File: config.mk
export PLATFORM = sky130hd
export DESIGN_NAME = chess_turn_clock
export DESIGN_NICKNAME = d
export VERILOG_FILES = /design/src/rtl/turn_clock_pkg.sv /design/src/rtl/occupancy_sync.sv /design/src/rtl/placement_detect.sv /design/src/rtl/turn_arbiter.sv /design/src/rtl/player_timer.sv /design/src/rtl/chess_turn_clock.sv
export SDC_FILE = /design/constraint.sdc
export NUM_CORES = 1
export LEC_CHECK = 0
export BUFFER_PORTS_ARGS = -buffer_cell sky130_fd_sc_hd__clkbuf_2
export CAP_MARGIN = 20
export CORE_MARGIN = 3
export CORE_UTILIZATION = 40
export CTS_BUF_LIST = sky130_fd_sc_hd__clkbuf_4
export DETAILED_ROUTE_END_ITERATION = 12
export PLACE_DENSITY_LB_ADDON = 0.15
export SLEW_MARGIN = 20
export SYNTH_ARGS = -nofsm -noshare
export SYNTH_HDL_FRONTEND = slang
export SYNTH_SLANG_ARGS = --single-unit
File: constraint.sdc
create_clock -name clk -period 2.86 [get_ports clk]
set_clock_uncertainty 0.05 [all_clocks]
set_input_delay 0.572 -clock clk [delete_from_list [all_inputs] [get_ports clk]]
set_output_delay 0.572 -clock clk [all_outputs]
set_load 0.02 [all_outputs]
File: src/rtl/turn_clock_pkg.sv
package turn_clock_pkg;

   typedef enum logic {
      SIDE_WHITE = 1'b0,
      SIDE_BLACK = 1'b1
   } side_t;

   localparam int unsigned NUM_SIDES = 2;

   function automatic side_t other_side(input side_t s);
      return (s == SIDE_WHITE) ? SIDE_BLACK : SIDE_WHITE;
   endfunction

endpackage

File: src/rtl/occupancy_sync.sv
module occupancy_sync #(
   parameter int unsigned WIDTH  = 64,
   parameter int unsigned STAGES = 2
) (
   input  logic             clk,
   input  logic             rst,
   input  logic [WIDTH-1:0] raw_i,
   output logic [WIDTH-1:0] sync_o
);

   logic [WIDTH-1:0] stage_q [STAGES];

   generate
      if (STAGES < 2) begin : g_bad_stages
         $error("occupancy_sync: STAGES must be at least 2");
      end
      for (genvar g = 0; g < STAGES; g++) begin : g_stage
         if (g == 0) begin : g_first
            always_ff @(posedge clk) begin
               stage_q[g] <= raw_i;
            end
         end else begin : g_next
            always_ff @(posedge clk) begin
               if (rst) begin
                  stage_q[g] <= raw_i;
               end else begin
                  stage_q[g] <= stage_q[g-1];
               end
            end
         end
      end
   endgenerate

   assign sync_o = stage_q[STAGES-1];

endmodule

File: src/rtl/placement_detect.sv
module placement_detect #(
   parameter int unsigned WIDTH    = 64,
   parameter bit          USE_TREE = 1'b1,
   parameter int unsigned GROUP_W  = 8
) (
   input  logic             clk,
   input  logic             rst,
   input  logic [WIDTH-1:0] raw_i,
   input  logic [WIDTH-1:0] sync_i,
   output logic             placed_o
);

   localparam int unsigned NGROUP = (WIDTH + GROUP_W - 1) / GROUP_W;
   localparam int unsigned PAD_W  = NGROUP * GROUP_W;

   logic [WIDTH-1:0] prev_q;
   logic [WIDTH-1:0] rise_vec;

   always_ff @(posedge clk) begin
      if (rst) begin
         prev_q <= raw_i;
      end else begin
         prev_q <= sync_i;
      end
   end

   assign rise_vec = sync_i & ~prev_q;

   generate
      if (GROUP_W < 1) begin : g_bad_group
         $error("placement_detect: GROUP_W must be at least 1");
      end
      if (USE_TREE) begin : g_tree
         logic [PAD_W-1:0]  rise_pad;
         logic [NGROUP-1:0] group_any;
         always_comb begin
            rise_pad = '0;
            rise_pad[WIDTH-1:0] = rise_vec;
         end
         for (genvar g = 0; g < NGROUP; g++) begin : g_group
            assign group_any[g] = |rise_pad[g*GROUP_W +: GROUP_W];
         end
         assign placed_o = |group_any;
      end else begin : g_flat
         assign placed_o = |rise_vec;
      end
   endgenerate

endmodule

File: src/rtl/turn_arbiter.sv
module turn_arbiter
   import turn_clock_pkg::*;
#(
   parameter int unsigned LOCKOUT_CYCLES = 4
) (
   input  logic  clk,
   input  logic  rst,
   input  logic  placed_i,
   input  logic  run_i,
   input  logic  frozen_i,
   output side_t active_o
);

   logic  lock_free;
   logic  toggle;
   side_t active_q;

   generate
      if (LOCKOUT_CYCLES > 0) begin : g_lock
         localparam int unsigned LOCK_W = $clog2(LOCKOUT_CYCLES + 1);
         localparam logic [LOCK_W-1:0] LOCK_LOAD = LOCK_W'(LOCKOUT_CYCLES);
         logic [LOCK_W-1:0] lock_q;
         always_ff @(posedge clk) begin
            if (rst) begin
               lock_q <= '0;
            end else if (toggle) begin
               lock_q <= LOCK_LOAD;
            end else if (lock_q != '0) begin
               lock_q <= lock_q - 1'b1;
            end
         end
         assign lock_free = (lock_q == '0);
      end else begin : g_nolock
         assign lock_free = 1'b1;
      end
   endgenerate

   assign toggle = placed_i && run_i && !frozen_i && lock_free;

   always_ff @(posedge clk) begin
      if (rst) begin
         active_q <= SIDE_WHITE;
      end else if (toggle) begin
         active_q <= other_side(active_q);
      end
   end

   assign active_o = active_q;

endmodule

File: src/rtl/player_timer.sv
module player_timer #(
   parameter int unsigned START_SECONDS = 300,
   parameter int unsigned TIME_W        = 9
) (
   input  logic              clk,
   input  logic              rst,
   input  logic              count_en_i,
   output logic [TIME_W-1:0] time_o,
   output logic              flag_o
);

   localparam logic [TIME_W-1:0] LOAD_VAL = TIME_W'(START_SECONDS);
   localparam logic [TIME_W-1:0] LAST_SEC = TIME_W'(1);

   logic [TIME_W-1:0] time_q;
   logic              flag_q;

   always_ff @(posedge clk) begin
      if (rst) begin
         time_q <= LOAD_VAL;
         flag_q <= 1'b0;
      end else if (count_en_i && time_q != '0) begin
         time_q <= time_q - 1'b1;
         if (time_q == LAST_SEC) begin
            flag_q <= 1'b1;
         end
      end
   end

   assign time_o = time_q;
   assign flag_o = flag_q;

endmodule

File: src/rtl/chess_turn_clock.sv
module chess_turn_clock
   import turn_clock_pkg::*;
#(
   parameter int unsigned SQUARES        = 64,
   parameter int unsigned SYNC_STAGES    = 2,
   parameter int unsigned LOCKOUT_CYCLES = 4,
   parameter int unsigned START_SECONDS  = 300,
   parameter int unsigned TIME_W         = 9,
   parameter bit          USE_TREE       = 1'b1
) (
   input  logic               clk,
   input  logic               rst,
   input  logic               run_i,
   input  logic               tick_i,
   input  logic [SQUARES-1:0] board_i,
   output logic               active_o,
   output logic [TIME_W-1:0]  white_time_o,
   output logic [TIME_W-1:0]  black_time_o,
   output logic               white_flag_o,
   output logic               black_flag_o
);

   localparam longint unsigned TIME_MAX = (64'd1 << TIME_W) - 1;

   generate
      if (SQUARES < 1) begin : g_bad_squares
         $error("chess_turn_clock: SQUARES must be at least 1");
      end
      if (START_SECONDS < 1) begin : g_bad_start
         $error("chess_turn_clock: START_SECONDS must be at least 1");
      end
      if (longint'(START_SECONDS) > TIME_MAX) begin : g_bad_width
         $error("chess_turn_clock: TIME_W too narrow for START_SECONDS");
      end
   endgenerate

   logic [SQUARES-1:0] board_sync;
   logic               placed;
   logic               frozen;
   side_t              active;
   logic [TIME_W-1:0]  time_w [NUM_SIDES];
   logic               flag_w [NUM_SIDES];

   occupancy_sync #(
      .WIDTH  (SQUARES),
      .STAGES (SYNC_STAGES)
   ) u_sync (
      .clk    (clk),
      .rst    (rst),
      .raw_i  (board_i),
      .sync_o (board_sync)
   );

   placement_detect #(
      .WIDTH    (SQUARES),
      .USE_TREE (USE_TREE),
      .GROUP_W  (8)
   ) u_detect (
      .clk      (clk),
      .rst      (rst),
      .raw_i    (board_i),
      .sync_i   (board_sync),
      .placed_o (placed)
   );

   assign frozen = flag_w[0] | flag_w[1];

   turn_arbiter #(
      .LOCKOUT_CYCLES (LOCKOUT_CYCLES)
   ) u_turn (
      .clk      (clk),
      .rst      (rst),
      .placed_i (placed),
      .run_i    (run_i),
      .frozen_i (frozen),
      .active_o (active)
   );

   generate
      for (genvar s = 0; s < NUM_SIDES; s++) begin : g_side
         logic count_en;
         assign count_en = tick_i && run_i && !frozen && (active == side_t'(s));
         player_timer #(
            .START_SECONDS (START_SECONDS),
            .TIME_W        (TIME_W)
         ) u_timer (
            .clk        (clk),
            .rst        (rst),
            .count_en_i (count_en),
            .time_o     (time_w[s]),
            .flag_o     (flag_w[s])
         );
      end
   endgenerate

   assign active_o     = active;
   assign white_time_o = time_w[0];
   assign black_time_o = time_w[1];
   assign white_flag_o = flag_w[0];
   assign black_flag_o = flag_w[1];

endmodule

Yosys cells after proc, flatten, opt, wreduce, memory -nomap -nowiden
Memory sizes are Yosys's and may differ from the RTL's.
Index checks and enable logic that the tools add are counted.
Storage, ports and cells
  flip-flop bits (word level): 88
  RAM bits: 128
  bits of input ports: 68
  word-level logic and storage cells: 46
  memories: 1
Memory list
  u_sync.stage_q: depth 2, bits a word 64, rd ports 2, clocked after Yosys merged registers in 0, write ports 2, RTL line occupancy_sync.sv:11  | logic [WIDTH-1:0] stage_q [STAGES];
Operators by class
  add/subtract/negate cells: 3
  eq/ne operators: 2
  muxes and demuxes: 8
  bitwise operators: 5
  reduce and logical (&&, ||, !) cells: 19
Operators by type and width (count)
  64-bit two-way mux: 2
  64-bit AND: 1
  64-bit NOT: 1
  64-bit OR reduction: 1
  9-bit by 1-bit equality test with 1-bit output (second input constant): 2
  9-bit nonzero test: 2
  9-bit by 1-bit subtractor with 9-bit output (second input constant): 2
  1-bit logical AND: 9
  3-bit two-way mux: 2
  1-bit two-way mux: 4
  2-bit AND reduction: 2
  3-bit zero test: 1
  3-bit nonzero test: 1
  3-bit by 1-bit subtractor with 3-bit output (second input constant): 1
  1-bit bitwise OR: 2
  2-bit nonzero test: 1
  2-bit OR reduction: 1
  1-bit zero test: 1
  1-bit NOT: 1

Depth between registers and ports, before layout
  depth in word-level cells: 7
  depth in mapped cells: 8
  gate-level depth less buffers: 8

Hierarchy
Synthesis repeated with hierarchy kept, for this count alone.
Unflattened totals
  cells, all modules: 586
  area total of the unflattened synthesis: 7767.4 um^2
By module, submodules not included
  occupancy_sync: instances 1, cells an instance 199, area an instance 3639.7 um^2, seq. area each 2562.5 um^2
  placement_detect: instances 1, cells an instance 238, area an instance 2757.6 um^2, seq. area each 1281.2 um^2
  player_timer: instances 2, cells an instance 61, area an instance 568.0 um^2, seq. area each 200.2 um^2
  turn_arbiter: instances 1, cells an instance 22, area an instance 207.7 um^2, seq. area each 80.1 um^2
  chess_turn_clock: instances 1, cells an instance 5, area an instance 26.3 um^2, seq. area each 0.0 um^2

Worst setup path after synthesis
Ideal clock, no wire load.
  path kind: register to register
  start point: register g_side[0].u_timer.time_q[0]
  end point: register g_side[0].u_timer.time_q[6]
  library setup time: 0.071 ns
  arrival: 2.054 ns
  path slack: 0.686 ns
  stages on the path, launching flop included: 9
  buffers on the path: 0
  clock period less this slack: 2.174 ns
  path through: dfxtp_1 > inv_1 > ha_1 > or3b_2 > o311a_4 > nor3b_4 > nand2_4 > or4_1 > a21oi_1
Between the ends
  cells in the longest elaborated chain, start to end: 2
RTL lines
  start, declared: RTL line player_timer.sv:15  | logic [TIME_W-1:0] time_q;
  start signal, assigned: RTL line player_timer.sv:23  | time_q <= time_q - 1'b1;
  branches (longest 2 deep; another with 9-bit by 1-bit subtractor with 9-bit output)
Parallel ways; which one is timed is not known.
A chain may end at the register's enable or synchronous reset.

Worst setup path after layout
Same ends and word-level chain as after synthesis.

==> out/qor.csv <==
metric,value,unit
rsz0062_at_grt,no,
cts_buffers,55,
grt-ovfl-total,0,
period_share,78.3,%
p_switching,1.56,mW
final_max_slew_viol_count,0,
power_frac_seq,52.5,%
fp.coreArea,16600,um^2
slowest_stage,dfxtp_1,
dp.cells,1003,
route.met3.wl,698,um
synth_seq_cells,216,
worst-path-buf-inv,1,
vias_per_cell,4.42,
fp.dieH,137,um
p_clk_share,38.0,%
switching_share,24.5,%
clk_pin_slew,0.06,ns
p_comb_share,9.5,%
rows,47,
cpLargestDelayFamily,simple AND/OR/NAND/NOR gates,
grt_pass1_vias,5085,
worst_pin_slew,0.542,ns
drt_iter0_drc,150,
die_w,137,um
ctsResizeCount,0,
crit_fanout,7,
power_density,721,nW/um^2
synth_nets,792,
clk_path_buf_depth,3,
placed_cell_area,7510,um^2
htreeDepth,2,
timing.reg2reg.setup_slack,0.62,ns
dr_wl_met2,6.56,mm
end_kind,flip-flop,
syn_avg_cell_area,9.57,um^2
finalNonFillerCells,1163,
io_buffers,88,
gp_congestion,0.767,
fmax,447,MHz
ys_seq_area_share,63.1,%
cp.arrival,2.75,ns
finalHoldViolations,0,
worst_slew_margin_rel,63.9,%
stdcell_area,8820,um^2
drive_gt1_share,18.9,%
grt_max_degree,66,
n_fill_cell,1534,
crit_type,reg -> reg,
power_leakage,4.15,nW
synth_top_area_share,63.1,%
yosysWarnings,0,
io_pins,89,
cpPeakStageDelay,0.45,ns
worst_hold_path_type,in -> reg,
cts_tree,done,
antenna_found_initial,1,
remaining_drc_errors,0,
r2r-start,g_side[0].u_timer.time_o[0],
period_minus_slack,2.24,ns
setup_viol,0,
wirelength,13.1,mm
drt-met1-wl,5.64,mm
seq_area,4320,um^2
hpwl,8.78,mm
worstHoldPathCells,4,
die-area,18700,um^2
dominantRegCellSynth,dfxtp_1,
r2r.worst_path.cells,8,
power,6.36,mW
cp-start-kind,flip-flop,
routed.top_layer,met4,
critPathRequiredTime,3.37,ns
clkSinkCount,216,
first_pass_iters,6,
insertion_delay,0.64,ns
holdCritStartpoint,run_i,
grt_util_all_layers,14.4,%
ys_top_cells_by_area,"dfxtp_1 (63%), o21ai_0 (9.5%), inv_1 (7.4%)",
wl_per_cell,11.3,um
initial_utilization,41.2,%
synth_edf_count,0,
syn_area,6850,um^2
root_buffer,clkbuf_4,
ant_nets,0,
multi_input_area,1920,um^2
routed-via-count,5135,
area_delta_synth_final,28.7,%
synthArstFlopShare,0,%
outcome,finished clean,
path_cells,"inv_1, ha_1, or3b_2, o311a_4, nor3b_4, nand2_4, or4_1, a21oi_1",
tns,0,ns
synthCells,716,
r2r_end,g_side[0].u_timer.time_o[6],
hold_end,u_turn.g_lock.lock_q[2],
synthDominantAreaCellType,dfxtp_1,
cap_violations,0,
p_int,4.80,mW
vdd_drop_max,408,uV
grt_pass1_wl,22.0,mm
nNetsFinal,980,
synth_cell_types,44,
synth_most_common_cell,dfxtp_1,
ys_top_cells_by_count,"dfxtp_1 (216), inv_1 (135), o21ai_0 (130)",
-- tightest hold or removal path, stage by stage --
cell and delay (ns):
clkbuf_2 0.08, nor4b_1 0.16, o21ai_0 0.08, a21oi_1 0.07
-- flip-flops by register name, indices dropped and copies added, names as in the netlist --
signal	count
u_turn.g_lock.lock_q	3
g_side.u_timer.flag_o	2
u_sync.stage_q	128
g_side.u_timer.time_o	18
u_detect.prev_q	64
u_turn.active_o	1
-- repair_timing --
action                                 CTS  global route
buffers inserted                         0             0
hold buffers                            64             0
endpoints found under the hold margin   64             0
-- area by class of cell --
| class | instances | area share [%] |
|---|---|---|
| Clock inverter | 22 | 1.25 |
| Antenna cell | 1 | 0.0284 |
| Multi-Input combinational cell | 340 | 21.8 |
| Sequential cell | 216 | 49.0 |
| Tap cell | 220 | 3.12 |
| Clock buffer | 73 | 6.22 |
| Timing Repair Buffer | 156 | 12.8 |
| Inverter | 135 | 5.75 |
-- power by group through the flow --
stage	Clock [mW]	Sequential, mW	Combinational, mW
2_1_floorplan	0	3.40	0.353
3_3_place_gp	0	3.39	0.521
3_5_place_dp	0	3.40	0.543
4_1_cts	2.54	3.34	0.617
5_1_grt	2.70	3.36	0.695
6_report	2.42	3.33	0.607
-- cell families (layout without fill, tap and decap cells) --
family,after synthesis,after routing,synth area share [%]
compound gates,173,173,14.2
fa+ha+maj,8,8,1.46
flops,216,216,63.1
mux,3,3,0.457
xor+xnor,11,11,1.41
buf+inv,160,386,8.79
other cells,0,1,0
simple gates,145,145,10.6
-- stage by stage --
stage               hold slack [ns]  setup WS, ns  utilization, %
floorplan                     0.365         0.686               -
global placement              0.368         0.661            45.2
CTS                           0.259         0.638            53.0
global route                  0.280         0.486            53.0
finish                        0.329         0.621            53.0
detailed placement            0.374         0.612            45.2
-- routing by layer --
metal	global-route usage (%)	vias up
met5	0	-
met4	5.99	0
li1	-	2701
met3	4.56	24
met1	16.1	2302
met2	25.2	108
-- worst max path at each step --
| stage | startpoint | endpoint | slack, ns | depth (start not counted) |
|---|---|---|---|---|
| finish | g_side[0].u_timer.time_o[0] | g_side[0].u_timer.time_o[6] | 0.62 | 8 |
| global route | g_side[0].u_timer.time_o[0] | g_side[0].u_timer.time_o[6] | 0.49 | 8 |
| CTS | g_side[1].u_timer.time_o[0] | g_side[1].u_timer.time_o[3] | 0.64 | 8 |
| global placement | run_i | g_side[0].u_timer.time_o[6] | 0.66 | 7 |
| floorplan | g_side[0].u_timer.time_o[0] | g_side[0].u_timer.time_o[6] | 0.69 | 8 |
| detailed placement | run_i | g_side[0].u_timer.time_o[6] | 0.61 | 7 |
-- placed cells by master (no fill, tap or decap), types with 6 or more instances in the layout --
master,synthesis,layout
clkbuf_2,0,87
clkbuf_4,0,73
clkinv_1,0,19
dfxtp_1,216,216
dlygate4sd3_1,0,64
ha_1,8,8
inv_1,135,135
nand2_1,66,66
nand2b_1,26,26
nor2_1,21,21
nor3_1,8,8
o2111ai_1,7,7
o21ai_0,130,130
o22ai_1,18,18
xnor2_1,6,6
(Power assumes the default switching activity.)
